File: src/rtl/bsu_pkg.sv
`timescale 1ns/1ps
package bsu_pkg;
  localparam logic [3:0] OP_BR_SET  = 4'd0;
  localparam logic [3:0] OP_BR_CLR  = 4'd1;
  localparam logic [3:0] OP_SK_EQ   = 4'd2;
  localparam logic [3:0] OP_SK_RCLR = 4'd3;
  localparam logic [3:0] OP_SK_RSET = 4'd4;
  localparam logic [3:0] OP_SK_ICLR = 4'd5;
  localparam logic [3:0] OP_SK_ISET = 4'd6;
  localparam logic [3:0] OP_BR_SGE  = 4'd7;
  localparam logic [3:0] OP_BR_SLT  = 4'd8;

  localparam int unsigned FLAG_N = 2;
  localparam int unsigned FLAG_V = 3;

  typedef struct packed {
    logic take;
    logic is_br;
    logic is_skip;
  } cond_t;
endpackage

File: src/rtl/bsu_cond.sv
`timescale 1ns/1ps
module bsu_cond
  import bsu_pkg::*;
(
  input  logic [3:0] op_i,
  input  logic [7:0] sreg_i,
  input  logic [2:0] bit_sel_i,
  input  logic [7:0] opnd_a_i,
  input  logic [7:0] opnd_b_i,
  output cond_t      cond_o
);
  logic sbit, obit, sgn_lt;

  assign sbit   = sreg_i[bit_sel_i];
  assign obit   = opnd_a_i[bit_sel_i];
  assign sgn_lt = sreg_i[FLAG_N] ^ sreg_i[FLAG_V];

  always_comb begin
    cond_o = '0;
    case (op_i)
      OP_BR_SET:  begin cond_o.is_br = 1'b1;   cond_o.take = sbit;    end
      OP_BR_CLR:  begin cond_o.is_br = 1'b1;   cond_o.take = ~sbit;   end
      OP_BR_SGE:  begin cond_o.is_br = 1'b1;   cond_o.take = ~sgn_lt; end
      OP_BR_SLT:  begin cond_o.is_br = 1'b1;   cond_o.take = sgn_lt;  end
      OP_SK_EQ:   begin cond_o.is_skip = 1'b1; cond_o.take = (opnd_a_i == opnd_b_i); end
      OP_SK_RCLR,
      OP_SK_ICLR: begin cond_o.is_skip = 1'b1; cond_o.take = ~obit;   end
      OP_SK_RSET,
      OP_SK_ISET: begin cond_o.is_skip = 1'b1; cond_o.take = obit;    end
      default:    cond_o = '0;
    endcase
  end
endmodule

File: src/rtl/bsu_next.sv
`timescale 1ns/1ps
module bsu_next
  import bsu_pkg::*;
#(
  parameter int unsigned PC_W  = 16,
  parameter int unsigned OFS_W = 7
) (
  input  logic [PC_W-1:0]  pc_i,
  input  logic [OFS_W-1:0] ofs_i,
  input  cond_t            cond_i,
  input  logic             two_word_i,
  output logic [PC_W-1:0]  next_pc_o,
  output logic [1:0]       cycles_o
);
  logic [PC_W-1:0] ofs_ext;

  generate
    if (OFS_W < PC_W) begin : g_sext
      assign ofs_ext = {{(PC_W-OFS_W){ofs_i[OFS_W-1]}}, ofs_i};
    end else begin : g_trunc
      assign ofs_ext = ofs_i[PC_W-1:0];
    end
  endgenerate

  always_comb begin
    next_pc_o = pc_i + PC_W'(1);
    cycles_o  = 2'd1;
    if (cond_i.take && cond_i.is_br) begin
      next_pc_o = pc_i + ofs_ext + PC_W'(1);
      cycles_o  = 2'd2;
    end else if (cond_i.take && cond_i.is_skip) begin
      if (two_word_i) begin
        next_pc_o = pc_i + PC_W'(3);
        cycles_o  = 2'd3;
      end else begin
        next_pc_o = pc_i + PC_W'(2);
        cycles_o  = 2'd2;
      end
    end
  end
endmodule

File: src/rtl/bsu_top.sv
`timescale 1ns/1ps
module bsu_top
  import bsu_pkg::*;
#(
  parameter int unsigned PC_W  = 16,
  parameter int unsigned OFS_W = 7
) (
  input  logic             clk_i,
  input  logic             rst_ni,
  input  logic             valid_i,
  input  logic [3:0]       op_i,
  input  logic [PC_W-1:0]  pc_i,
  input  logic [OFS_W-1:0] ofs_i,
  input  logic [7:0]       sreg_i,
  input  logic [2:0]       bit_sel_i,
  input  logic [7:0]       opnd_a_i,
  input  logic [7:0]       opnd_b_i,
  input  logic             two_word_i,
  output logic             valid_o,
  output logic [PC_W-1:0]  next_pc_o,
  output logic             taken_o,
  output logic [1:0]       cycles_o
);
  cond_t           cond;
  logic [PC_W-1:0] npc;
  logic [1:0]      cyc;

  bsu_cond u_cond (
    .op_i      (op_i),
    .sreg_i    (sreg_i),
    .bit_sel_i (bit_sel_i),
    .opnd_a_i  (opnd_a_i),
    .opnd_b_i  (opnd_b_i),
    .cond_o    (cond)
  );

  bsu_next #(.PC_W(PC_W), .OFS_W(OFS_W)) u_next (
    .pc_i       (pc_i),
    .ofs_i      (ofs_i),
    .cond_i     (cond),
    .two_word_i (two_word_i),
    .next_pc_o  (npc),
    .cycles_o   (cyc)
  );

  always_ff @(posedge clk_i or negedge rst_ni) begin
    if (!rst_ni) begin
      valid_o   <= 1'b0;
      next_pc_o <= '0;
      taken_o   <= 1'b0;
      cycles_o  <= '0;
    end else begin
      valid_o <= valid_i;
      if (valid_i) begin
        next_pc_o <= npc;
        taken_o   <= cond.take;
        cycles_o  <= cyc;
      end
    end
  end
endmodule

File: config.mk
export PLATFORM = sky130hd
export DESIGN_NAME = bsu_top
export DESIGN_NICKNAME = d
export VERILOG_FILES = /design/src/rtl/bsu_pkg.sv /design/src/rtl/bsu_cond.sv /design/src/rtl/bsu_next.sv /design/src/rtl/bsu_top.sv
export SDC_FILE = /design/constraint.sdc
export NUM_CORES = 1
export LEC_CHECK = 0
export ABC_AREA = 1
export BUFFER_PORTS_ARGS = -buffer_cell sky130_fd_sc_hd__buf_2
export CORE_MARGIN = 3
export CORE_UTILIZATION = 30
export CTS_CLUSTER_SIZE = 8
export DETAILED_ROUTE_END_ITERATION = 16
export GPL_TIMING_DRIVEN = 0
export PLACE_DENSITY = 0.47
export SYNTH_ARGS = -nofsm -noshare
export SYNTH_HDL_FRONTEND = slang
export SYNTH_SLANG_ARGS = --single-unit
File: constraint.sdc
create_clock -name clk_i -period 0.9 [get_ports clk_i]
set_clock_uncertainty 0.1 [all_clocks]
set_input_delay 0.135 -clock clk_i [delete_from_list [all_inputs] [get_ports clk_i]]
set_output_delay 0.135 -clock clk_i [all_outputs]
set_load 0.02 [all_outputs]
==> metrics.yaml, run 1 <==
min_path:
  hold-path-endpoint: "cycles_o[0]"
  min_from: "two_word_i"
  hp-class: "in -> reg"
  holdPathStages: 3
floorplanning:
  ios: 78
  die_h_um: 104.9
  std_cell_rows: 35
  die_x_um: 104.9
  core_area_um2: 9371
  die-area_um2: 10990
  start_util: 0.3128
timing:
  setup_viol: 39
  rsz0062_at_grt: "yes"
  drv_slew: 0
  setup_ws_ps: -734.4
  hold_viol: 0
  max-slew-margin-rel: 0.7076
  post-route-min-period_ps: 1634
  fmax_ghz: 0.6118
  worst_pin_slew_ps: 438.5
  fin_crit_sh: 1.816
placed_design:
  globalplace.congestion: 0.8308
  place_hpwl_um: 7185
  portBuffers: 76
  pre_cts_slack_ps: -1216
status:
  violations: "negative setup slack"
  status: "finished, violations left"
synthesis:
  synth_compound_area_frac: 0.09390
  yosys.area_share.simple: 0.3892
  synth-edff-count: 0
  synth_fa_ha_area_frac: 0.08792
  synth_cells: 490
  ys_async_sr_fraction: 1.000
  ys_warn_count: 0
  synth_top_family_by_area: "simple AND/OR/NAND/NOR gates"
  synth_ff_type: "dfrtp_1"
  ys_ff_latch: 20
  synthXorXnorAreaFrac: 0.1374
  seq_area_frac_synth: 0.1707
  syn_avg_cell_area_um2: 5.983
  synth_cell_type_count: 36
  synth_mux_area_frac: 0
  synth_nets: 568
  synthesis.area_um2: 2932
detailed_routing:
  dr.pass1.iters: 4
  totalWireLength_um: 9309
  vias: 3385
  avgViaCountPerCell: 4.538
  wire_per_inst_um: 12.48
  postRouteAntennaNets: 0
  drc: 0
  drtIter0Drc: 129
worst_setup_path:
  reg2reg_depth: 5
  crit_fanout: 3
  endpoint_kind: "flop"
  crit_arrival_ps: 1730
  r2r_slack_ps: -60
  critPathRequiredTime_ps: 990
  crit_type: "in -> reg"
  r2r_start: "next_pc_o[1]"
  worstSetupStartpointType: "primary input"
  r2r_end: "next_pc_o[1]"
global_route:
  grt-ovfl-total: 0
  track_usage: 0.1649
  antenna_found_initial: 0
  grt_pass1_wl_um: 15410
  grt_max_degree: 21
  grt_pass1_vias: 3352
power:
  p_per_area_nw_per_um2: 977.6
  fin_total_pwr_mw: 4.709
  leakagePower_nw: 2.456
  peakVddDrop_uv: 468.4
clocking:
  clk_latency_ps: 250
  clk_pin_slew_worst_paths_ps: 70
  clock-sinks: 20
  cts_root_buf: "clkbuf_8"
  numCtsBuffers: 3
  tritoncts: "done"
  htreeDepth: 1
  cts_buffer_depth: 2
final_layout:
  fillCellCount: 973
  drive_above_1_share: 0.3971
  syn_to_final_growth_pct: 64.32
  n_antenna_cell: 0
  nNetsFinal: 696
  final_util: 0.5140
run:
  cap_violations: 0
## cells in the final DEF, fill, tap and decap left out, drive strengths merged
master / count
o21a: 1
clkbuf: 10
inv: 71
ha: 19
o21bai: 5
o211ai: 2
xor2: 34
dlygate4sd3: 2
buf: 126
nor3: 6
o21ai: 15
and3: 1
nor2: 38
dfrtp: 20
o22ai: 1
a22oi: 1
fa: 1
nand4: 5
xnor2: 12
a21boi: 1
a21oi: 17
nand3b: 2
o221ai: 1
bufinv: 1
nand3: 52
a31oi: 2
o31ai: 1
clkinv: 1
nand2: 168
clkinvlp: 1
## power by group
part	leakage (nW)	switching [mW]	internal, mW	total, mW
combinational	2.18	1.41	1.31	2.72
clock	0.0357	0.278	0.593	0.871
sequential	0.238	0.0914	1.02	1.12
total	2.46	1.78	2.92	4.71
## layer usage
layer,vias up,routed length (um),GRT usage
li1,1798,-,-
met1,1510,4472,0.2353
met2,75,4419,0.2754
met3,2,403,0.009883
met4,0,14,0.03187
met5,-,0,0
## metrics by stage
step	cells	area (um^2)	TNS [ps]	hold WS, ps
4_1_cts	732	4529	-13800	99.40
5_1_grt	746	4817	-16940	148.8
2_1_floorplan	490	3097	-11370	-260.6
6_report	746	4817	-14090	107.7
3_5_place_dp	695	3638	-19150	6.213
3_3_place_gp	695	3638	-19220	9.047
## worst max-delay path: stages
cell     delay, ps
buf_12          80
inv_8           30
ha_4           160
fa_2           440
inv_2           90
nand3_2         80
nand3_4        120
a21oi_2         70
xor2_1         210
nand2_1         90
nand2_1         70
nand2_1         70
nand2_1         70
## area by class of cell
| class | instances | area [um^2] | area share |
|---|---|---|---|
| inverter | 73 | 305.3 | 0.06338 |
| sequential | 20 | 500.5 | 0.1039 |
| multi-input combinational | 385 | 2649 | 0.5499 |
| tap | 129 | 161.4 | 0.03351 |
| timing repair buffer | 123 | 1020 | 0.2117 |
| clock buffer | 3 | 41.29 | 0.008571 |
| buffer | 12 | 110.1 | 0.02286 |
| clock inverter | 1 | 30.03 | 0.006234 |
## Yosys cell counts (all sizes together), types with 6 or more instances
cell / number / area (um^2)
nand2: 168 / 648.1
ha: 19 / 237.7
buf: 7 / 56.30
a21oi: 17 / 85.08
o21ai: 15 / 75.07
inv: 73 / 276.5
nand3: 52 / 260.3
nor2: 38 / 150.1
xor2: 34 / 297.8
xnor2: 12 / 105.1
nor3: 6 / 30.03
dfrtp: 20 / 500.5
## how the worst max path moves through the flow
stage / depth (start not counted) / to / startpoint / slack [ps]
floorplan: 12 / next_pc_o[9] / pc_i[1] / -680
global placement: 13 / next_pc_o[15] / pc_i[1] / -1230
detailed placement: 13 / next_pc_o[9] / pc_i[1] / -1220
CTS: 11 / next_pc_o[8] / pc_i[1] / -760
global route: 13 / next_pc_o[12] / pc_i[1] / -870
finish: 13 / next_pc_o[12] / pc_i[0] / -730
## kinds of logic (layout without fill, tap and decap cells)
| family | count (synthesis) | in the layout |
|---|---|---|
| xor gates and xnor gates | 46 | 46 |
| and+or+nand+nor | 272 | 272 |
| buffers and inverters | 85 | 212 |
| AOI/OAI and AO/OA | 47 | 47 |
| DFF | 20 | 20 |
| adders and majority gates | 20 | 20 |
## state kept, by name (all words and copies together), names as in the netlist
signal,flops
valid_o,1
next_pc_o,16
cycles_o,2
taken_o,1
## timing repair
item,in CTS,in global routing
hold buffers,2,0
buffers inserted,29,14
cloned,2,2
setup endpoints to repair,39,39
pin swaps,40,44
gates resized for setup,135,44
hold endpoints to repair,21,0
Note: power is estimated with default switching activity, not from simulation.
==> run 2: changes to the inputs <==
- REMOVE_ABC_BUFFERS: default -> 1
==> metrics.yaml, run 2 (synthesis results as in run 1) <==
clocking:
  clk_pin_slew_worst_paths_ps: 80
  tritoncts: "done"
  clock-sinks: 20
  cts_root_buf: "clkbuf_8"
  numCtsBuffers: 3
  htreeDepth: 1
  cts_buffer_depth: 2
  clk_latency_ps: 250
floorplanning:
  die-area_um2: 10990
  ios: 78
  die_h_um: 104.9
  core_area_um2: 9371
  die_x_um: 104.9
  start_util: 0.3128
  std_cell_rows: 35
global_route:
  met1_usage: 0.2447
  top_usage_layer: "met2"
  track_usage: 0.1723
  grt_pass1_vias: 3260
  gr-usage-met3: 0.01235
  grt-ovfl-total: 0
  grt_pass1_wl_um: 15900
  grtUsageMet2: 0.2855
  grt_max_degree: 22
  antenna_found_initial: 0
final_layout:
  final_cell_mix: "nand2_1, inv_1, buf_4"
  final_util: 0.5187
  largest_reg_flops: 16
  drive_above_1_share: 0.4157
  final_area_um2: 4861
  fillCellCount: 974
  regMostFlops: "next_pc_o"
  n_antenna_cell: 0
  nNetsFinal: 690
  reg_top3: "next_pc_o (16), cycles_o (2)"
  layout_commonest_cell: "nand2_1"
  syn_to_final_growth_pct: 65.81
  fin_cells: 740
placed_design:
  place_inst: 684
  place_hpwl_um: 6833
  globalplace.congestion: 0.8216
  portBuffers: 77
  placed_cell_area_um2: 3401
worst_setup_path:
  r2r_start: "next_pc_o[12]"
  crit_arrival_ps: 1710
  critPathRequiredTime_ps: 1010
  reg2reg_depth: 4
  crit_fanout: 3
  r2r_end: "next_pc_o[12]"
  r2r_slack_ps: -60
  crit_path_start: "pc_i[0]"
  endpoint_kind: "flop"
  crit_type: "in -> reg"
  worstSetupStartpointType: "primary input"
detailed_routing:
  avgViaCountPerCell: 4.686
  wire_per_inst_um: 13.41
  vias: 3468
  postRouteAntennaNets: 0
  totalWireLength_um: 9923
  drc: 0
  dr.pass1.iters: 4
  drtIter0Drc: 173
timing:
  fin_crit_sh: 1.782
  drv_slew: 0
  worst_pin_slew_ps: 486.4
  post-route-min-period_ps: 1603
  hold_viol: 0
  max-slew-margin-rel: 0.6754
  tns_ps: -14260
  hold_slack_ps: 98.04
  setup_viol: 39
  setup_ws_ps: -703.4
  fmax_ghz: 0.6237
  rsz0062_at_grt: "yes"
power:
  leakagePower_nw: 2.442
  peakVddDrop_uv: 455.7
  p_per_area_nw_per_um2: 958.6
  pwr-share-comb: 0.612
  pwr-share-seq: 0.240
  power_switching_mw: 1.916
  internal_power_mw: 2.743
  pwr-share-clk: 0.148
  swShare: 0.4113
run:
  cap_violations: 0
min_path:
  hold-path-endpoint: "cycles_o[0]"
  holdPathStages: 3
  min_from: "two_word_i"
  hp-class: "in -> reg"
status:
  status: "finished, violations left"
  violations: "negative setup slack"
run 2: cell count changes in the layout (fill, tap and decap cells not counted), moves of 3 or more:
| cell | before | now |
|---|---|---|
| o21ai_2 | 1 | 4 |
| buf_8 | 4 | 1 |
| clkbuf_1 | 3 | 0 |
| nor2_4 | 6 | 3 |
| buf_4 | 39 | 43 |
| nand3_1 | 37 | 30 |
| buf_2 | 47 | 42 |
| nand2_8 | 1 | 6 |
| nand3_2 | 14 | 21 |
| o21ai_1 | 8 | 5 |
| nand2_1 | 136 | 133 |
run 2: power groups by stage:
stage | logic (mW) | registers [mW] | clock network [mW]
after floorplan | 0.960 | 1.26 | 0
after global placement | 1.74 | 1.11 | 0
after detailed placement | 1.75 | 1.11 | 0
after CTS | 2.53 | 1.12 | 0.701
after global routing | 3.11 | 1.14 | 0.732
final | 2.85 | 1.12 | 0.689
run 2: cell type report:
class                           instances  area (um^2)  share of cell area
Sequential cell                        20        500.5              0.1030
Inverter                               73        309.0             0.06358
Tap cell                              129        161.4             0.03320
Multi-Input combinational cell        390         2803              0.5766
Clock buffer                            4        55.05             0.01133
Timing Repair Buffer                  124         1032              0.2124
run 2: worst max-delay path by stage:
stage,to,slack (ps),depth (start not counted)
global route,next_pc_o[8],-850,12
CTS,next_pc_o[8],-710,12
global placement,next_pc_o[0],-1710,10
finish,next_pc_o[10],-700,14
floorplan,next_pc_o[8],-950,11
detailed placement,next_pc_o[0],-1630,10
run 2: what timing repair did:
action / CTS / global route
buffers inserted: 30 / 16
hold buffers: 1 / 0
pin swaps: 42 / 39
resized for setup: 153 / 88
gates cloned: 5 / 1
endpoints found under the hold margin: 20 / 0
setup endpoints to repair: 39 / 39
run 2: through the flow:
stage	total power, mW	setup WS (ps)
finish	4.659	-703.4
floorplan	2.220	-949.7
global route	4.978	-845.1
global placement	2.851	-1709
CTS	4.346	-709.3
detailed placement	2.858	-1626
run 2: layer usage:
layer | vias to the layer above | part of all wire
li1 | 1788 | -
met1 | 1596 | 0.47
met2 | 76 | 0.48
met3 | 8 | 0.038
met4 | 0 | 0.0096
met5 | - | 0
run 2: critical path, cell delays in order:
cell	delay (ps)
buf_8	80
inv_6	30
ha_4	160
fa_2	400
inv_2	90
nand3_2	80
nand3_4	120
buf_6	100
buf_6	80
xor2_2	130
nand2_1	90
nand2_1	70
nand2_1	40
nand2_1	70
